--- src/rtl/hbs_pkg.sv ---
package hbs_pkg;

    localparam int NUM_SW   = 4;
    localparam int NUM_QUAL = NUM_SW + 1;

    typedef enum int unsigned {
        SW_H1 = 0,
        SW_H2 = 1,
        SW_L1 = 2,
        SW_L2 = 3
    } sw_idx_e;

    // Gate pattern for a running bridge; bit positions follow sw_idx_e.
    function automatic logic [NUM_SW-1:0] bridge_pattern(input logic rev, input logic mod);
        logic [NUM_SW-1:0] p;
        p = '0;
        if (!rev) begin
            p[SW_H1] = 1'b1;
            p[SW_L2] = mod;
            p[SW_L1] = ~mod;
        end else begin
            p[SW_H2] = 1'b1;
            p[SW_L1] = mod;
            p[SW_L2] = ~mod;
        end
        return p;
    endfunction

endpackage

--- src/rtl/hbs_qual.sv ---
module hbs_qual #(
    parameter int W = 16
) (
    input  logic         clk,
    input  logic         rst_n,
    input  logic         cond,
    input  logic [W-1:0] limit,
    output logic         trip
);
    logic [W-1:0] cnt_d, cnt_q;

    always_comb begin
        trip  = cond && (cnt_q >= limit);
        cnt_d = cnt_q;
        if (!cond) begin
            cnt_d = '0;
        end else if (cnt_q < limit) begin
            cnt_d = cnt_q + W'(1);
        end
        if (!rst_n) begin
            cnt_d = '0;
        end
    end

    always_ff @(posedge clk) begin
        cnt_q <= cnt_d;
    end
endmodule

--- src/rtl/hbs_dead_timer.sv ---
module hbs_dead_timer #(
    parameter int W = 16
) (
    input  logic         clk,
    input  logic         rst_n,
    input  logic         restart,
    input  logic [W-1:0] load_val,
    output logic         done
);
    logic [W-1:0] cnt_d, cnt_q;

    always_comb begin
        done  = (cnt_q == '0) && !restart;
        cnt_d = cnt_q;
        if (restart) begin
            cnt_d = load_val;
        end else if (cnt_q != '0) begin
            cnt_d = cnt_q - W'(1);
        end
        if (!rst_n) begin
            cnt_d = '0;
        end
    end

    always_ff @(posedge clk) begin
        cnt_q <= cnt_d;
    end
endmodule

--- src/rtl/hbridge_gate_seq.sv ---
module hbridge_gate_seq
    import hbs_pkg::*;
#(
    parameter int DEAD_W = 16,
    parameter int QUAL_W = 16
) (
    input  logic              clk,
    input  logic              rst_n,
    input  logic [DEAD_W-1:0] dead_cfg,
    input  logic [QUAL_W-1:0] qual_cfg,
    input  logic              wd_sync,
    input  logic              bat_uv,
    input  logic              bat_ov,
    input  logic              cp_ok,
    input  logic              ot_warn,
    input  logic              ot_shut,
    input  logic              dir,
    input  logic              pwm,
    input  logic [3:0]        desat,
    input  logic              pbat_low,
    output logic              gate_h1,
    output logic              gate_h2,
    output logic              gate_l1,
    output logic              gate_l2,
    output logic              bridge_on,
    output logic              diag_sc,
    output logic              diag_sup,
    output logic              diag_temp
);
    typedef struct packed {
        logic [NUM_SW-1:0] gate;
        logic [NUM_SW-1:0] cmd;
        logic              sc;
        logic              pwm;
        logic              on;
        logic              dsup;
        logic              dtemp;
        logic [DEAD_W-1:0] dead;
        logic [QUAL_W-1:0] qual;
    } seq_state_t;

    seq_state_t st_d, st_q;

    logic [NUM_QUAL-1:0] qual_cond;
    logic [NUM_QUAL-1:0] trip;
    logic                on_now;
    logic                sc_next;
    logic [NUM_SW-1:0]   cmd;
    logic                restart;
    logic                dead_done;

    // Fault qualifiers: one per switch (counted only while driven) plus the rail.
    assign qual_cond = {pbat_low, st_q.gate & desat};

    for (genvar i = 0; i < NUM_QUAL; i++) begin : g_qual
        hbs_qual #(.W(QUAL_W)) u_qual (
            .clk   (clk),
            .rst_n (rst_n),
            .cond  (qual_cond[i]),
            .limit (st_q.qual),
            .trip  (trip[i])
        );
    end

    // Command process: master enable, fault latch and requested pattern.
    always_comb begin
        on_now  = wd_sync && !bat_uv && !bat_ov && cp_ok && !ot_shut;
        sc_next = (|trip) || (st_q.sc && (pwm == st_q.pwm));
        cmd     = (on_now && !sc_next) ? bridge_pattern(dir, pwm) : '0;
        restart = (cmd != st_q.cmd);
    end

    hbs_dead_timer #(.W(DEAD_W)) u_dead (
        .clk      (clk),
        .rst_n    (rst_n),
        .restart  (restart),
        .load_val (st_q.dead),
        .done     (dead_done)
    );

    // Next-state process: turn-off immediate, turn-on only once the timer is idle.
    always_comb begin
        st_d       = st_q;
        st_d.cmd   = cmd;
        st_d.gate  = cmd & (st_q.gate | {NUM_SW{dead_done}});
        st_d.sc    = sc_next;
        st_d.pwm   = pwm;
        st_d.on    = on_now;
        st_d.dsup  = !cp_ok || bat_ov || bat_uv;
        st_d.dtemp = ot_warn;
        if (!rst_n) begin
            st_d      = '0;
            st_d.dead = dead_cfg;
            st_d.qual = qual_cfg;
        end
    end

    always_ff @(posedge clk) begin
        st_q <= st_d;
    end

    assign gate_h1   = st_q.gate[SW_H1];
    assign gate_h2   = st_q.gate[SW_H2];
    assign gate_l1   = st_q.gate[SW_L1];
    assign gate_l2   = st_q.gate[SW_L2];
    assign bridge_on = st_q.on;
    assign diag_sc   = st_q.sc;
    assign diag_sup  = st_q.dsup;
    assign diag_temp = st_q.dtemp;
endmodule

--- config.mk ---
export PLATFORM = sky130hd
export DESIGN_NAME = hbridge_gate_seq
export DESIGN_NICKNAME = d
export VERILOG_FILES = /design/src/rtl/hbs_pkg.sv /design/src/rtl/hbs_qual.sv /design/src/rtl/hbs_dead_timer.sv /design/src/rtl/hbridge_gate_seq.sv
export SDC_FILE = /design/constraint.sdc
export NUM_CORES = 1
export LEC_CHECK = 0
export BUFFER_PORTS_ARGS = -buffer_cell sky130_fd_sc_hd__buf_2
export CORE_MARGIN = 1.5
export CORE_UTILIZATION = 35
export CTS_BUF_LIST = sky130_fd_sc_hd__clkbuf_8
export CTS_CLUSTER_SIZE = 40
export DETAILED_ROUTE_END_ITERATION = 8
export PLACE_DENSITY_LB_ADDON = 0.12
export SLEW_MARGIN = 10
export SYNTH_ARGS = -nofsm -noshare
export SYNTH_HDL_FRONTEND = slang
export SYNTH_HIERARCHICAL = 1
export SYNTH_SLANG_ARGS = --single-unit
--- constraint.sdc ---
create_clock -name clk -period 4.2 [get_ports clk]
set_input_delay 0.63 -clock clk [delete_from_list [all_inputs] [get_ports clk]]
set_output_delay 0.63 -clock clk [all_outputs]
set_load 0.05 [all_outputs]
==> impl_metrics.yaml <==
status:
  status: "finished, final reports clean"
clock_tree:
  clkLatencyLatePin_ns: 0.48
  clockRootBuffer: "clkbuf_8"
  path_clk_slew_ns: 0.11
  cts_buffer_depth: 2
  cts_buffers: 17
  cts_sinks: 141
  hold_buffers: 0
  cts_tree: "yes"
  cts_max_level: 4
route:
  wl_um: 23800
  detail-route-antenna-nets: 0
  routedWlPerCell_um: 16.6
  drt_iter0_markers: 468
  num_vias: 7865
  route.detailed.drc: 0
  first_pass_iters: 5
  detail_route.vias_per_cell: 5.48
yosys:
  ys_async_sr_fraction: 0
  synth_edf_count: 32
  ys_seq_elements: 141
  ys_seq_area_frac: 0.352
  avgSynthCellArea_um2: 8.77
  yosys_warnings: 6
  ys.flop_type: "dfxtp_1"
  syn_inst: 1019
  synth_area_um2: 8940
  syn_nets: 1152
  synth_cell_types: 64
critical_path:
  start_kind: "flop"
  crit_type: "flop to flop"
  cp.arrival_ns: 4.41
  cp_data_required_time_ns: 4.57
  worst-path-max-fanout: 17
  end_kind: "flop"
cells_and_area:
  final_core_util: 0.404
  finalNonFillerCells: 1436
  finish.net_count: 1221
  layout-drive-gt1-share: 0.128
  area_growth_pct: 13.5
placement:
  hpwlAfterDp_um: 17300
  io_buffers: 54
  place.gp.congestion: 0.825
  dp.cells: 1393
sta:
  period_share: 0.963
  final_max_slew_viol_count: 0
  fmax_mhz: 247
  final-setup-viol-count: 0
  finClkSkew_ns: 0.0263
  tightest_slew_ns: 0.879
  holdWs_ns: 0.315
  max_slew_margin: 0.414
  finalHoldViolCount: 0
  period_needed_ns: 4.04
pwr:
  irDropWorstVdd_mv: 0.229
  p_leak_nw: 4.06
  power-per-cell-area_nw_per_um2: 348
global_routing:
  use_met2: 0.284
  grt_pass1_vias: 7191
  grt_max_degree: 29
  grt_pass1_wl_um: 38500
  grt_use_met3: 0.0382
  gr-usage-all-layers: 0.185
  use_met1: 0.259
  top_usage_layer: "met2"
  grt_overflow: 0
  antenna_found_initial: 4
floorplan:
  core_um2: 25100
  io_pins: 55
  die_h_um: 163
  initial_core_util: 0.356
  die_x_um: 163
  std_cell_rows: 58
  dieArea_um2: 26500
worst_hold_path:
  hp-class: "primary input to flop"
run:
  maxCapViolCount: 0
## layer usage
metal,wire [um],vias to the layer above
li1,-,4030
met1,12000,3672
met2,10400,141
met3,1050,20
met4,310,2
met5,16,-
## placed cells by master, fill, tap and decap left out, types with 4 or more instances in the layout
cell | synthesis | layout
dfxtp_1 | 109 | 109
nand2_1 | 97 | 97
inv_1 | 92 | 92
ha_1 | 86 | 86
a21oi_1 | 60 | 60
buf_2 | 16 | 54
nand2b_1 | 47 | 47
nand4_1 | 45 | 45
nor2_1 | 44 | 44
o41ai_1 | 36 | 36
buf_4 | 6 | 36
o311ai_0 | 35 | 35
edfxtp_1 | 32 | 32
nand3_1 | 29 | 29
or4_1 | 28 | 28
o21ai_0 | 27 | 27
o31ai_1 | 26 | 26
and3_1 | 20 | 20
and2_1 | 18 | 18
clkbuf_8 | 0 | 17
nor3_1 | 14 | 14
mux2i_1 | 11 | 11
o21a_1 | 10 | 10
and4_1 | 10 | 10
nor4_1 | 9 | 9
clkinv_8 | 0 | 8
a31oi_1 | 7 | 7
xnor2_1 | 6 | 6
a21boi_0 | 7 | 6
diode_2 | 0 | 5
a211o_1 | 5 | 5
a21o_1 | 5 | 5
o21ai_1 | 5 | 5
a221oi_1 | 7 | 5
a41o_1 | 5 | 5
a221o_1 | 5 | 5
nor4_2 | 5 | 5
o221ai_1 | 4 | 4
a211oi_1 | 4 | 4
## per-stage QoR
stage / cell area [um2] / setup slack (ns) / total power [mW] / TNS [ns]
CTS: 10100 / 0.0781 / 3.57 / 0
finish: 10100 / 0.156 / 3.53 / 0
global route: 10100 / -0.00161 / 3.74 / -0.00161
floorplan: 8940 / 0.310 / 2.17 / 0
detailed placement: 9650 / 0.0998 / 2.39 / 0
global placement: 9650 / 0.140 / 2.39 / 0
## final timing paths
| check | startpoint | depth (start not counted) | end | slack, ns |
|---|---|---|---|---|
| worst max-delay path | st_q[9] | 15 | u_dead/cnt_q[0] | 0.16 |
| worst min-delay path | dead_cfg[11] | 1 | st_q[27] | 0.32 |
| worst max register to register | st_q[9] | 15 | u_dead/cnt_q[0] | 0.16 |
| worst min register to register | gate_h1 | 2 | gate_h1 | 0.49 |
## area by class of cell
class / count / area (um2)
timing repair buffer: 90 / 541
clock buffer: 17 / 234
clock inverter: 15 / 199
antenna: 5 / 12.5
sequential: 141 / 3140
inverter: 92 / 345
tap: 330 / 413
fill: 2619 / 15000
multi-input combinational: 746 / 5260
## synth_stat cells, types with 14 or more instances
cell type  count  area (um2)
dfxtp_1      109        2180
nand2_1       97         364
inv_1         92         345
ha_1          86        1080
a21oi_1       60         300
nand2b_1      47         294
nand4_1       45         282
nor2_1        44         165
o41ai_1       36         315
o311ai_0      35         307
edfxtp_1      32         961
nand3_1       29         145
or4_1         28         210
o21ai_0       27         135
o31ai_1       26         195
and3_1        20         125
and2_1        18         113
buf_2         16        80.1
clkbuf_1      16        60.1
nor3_1        14        70.1
## where the power goes
part | internal, mW | switching, mW
clock | 0.462 | 0.697
sequential | 1.49 | 0.0974
combinational | 0.326 | 0.459
## critical path: stages (launching register included)
cell	delay, ns
edfxtp_1	0.51
buf_4	0.18
inv_1	0.04
ha_1	0.23
a21oi_1	0.15
o21ai_1	0.10
a221oi_1	0.36
and3_1	0.29
a21boi_0	0.10
or4_4	0.57
nor2_4	0.15
nand3_2	0.09
mux2_4	0.31
buf_4	0.19
or4_1	0.51
o211a_1	0.14
## kinds of logic after synthesis
group           count (synthesis)  synth area share
simple gates                  384             0.241
compound gates                257             0.205
flops                         141             0.352
buf+inv                       132            0.0612
fa+ha+maj                      86             0.120
mux                            12            0.0140
xor+xnor                        7           0.00686
## repair_timing
| item | CTS | global route |
|---|---|---|
| buffers inserted | 0 | 6 |
| endpoints found under the setup margin | 0 | 15 |
| resized for setup | 0 | 3 |
## sequential cells by signal, indices dropped and copies added, names as in the netlist
register and flops:
bridge_on 1, diag_sc 1, diag_sup 1, diag_temp 1
g_qual.u_qual/cnt_q 80, gate_h1 1, gate_h2 1, gate_l1 1
gate_l2 1, st_q 37, u_dead/cnt_q 16
(Power assumes the default switching activity.)
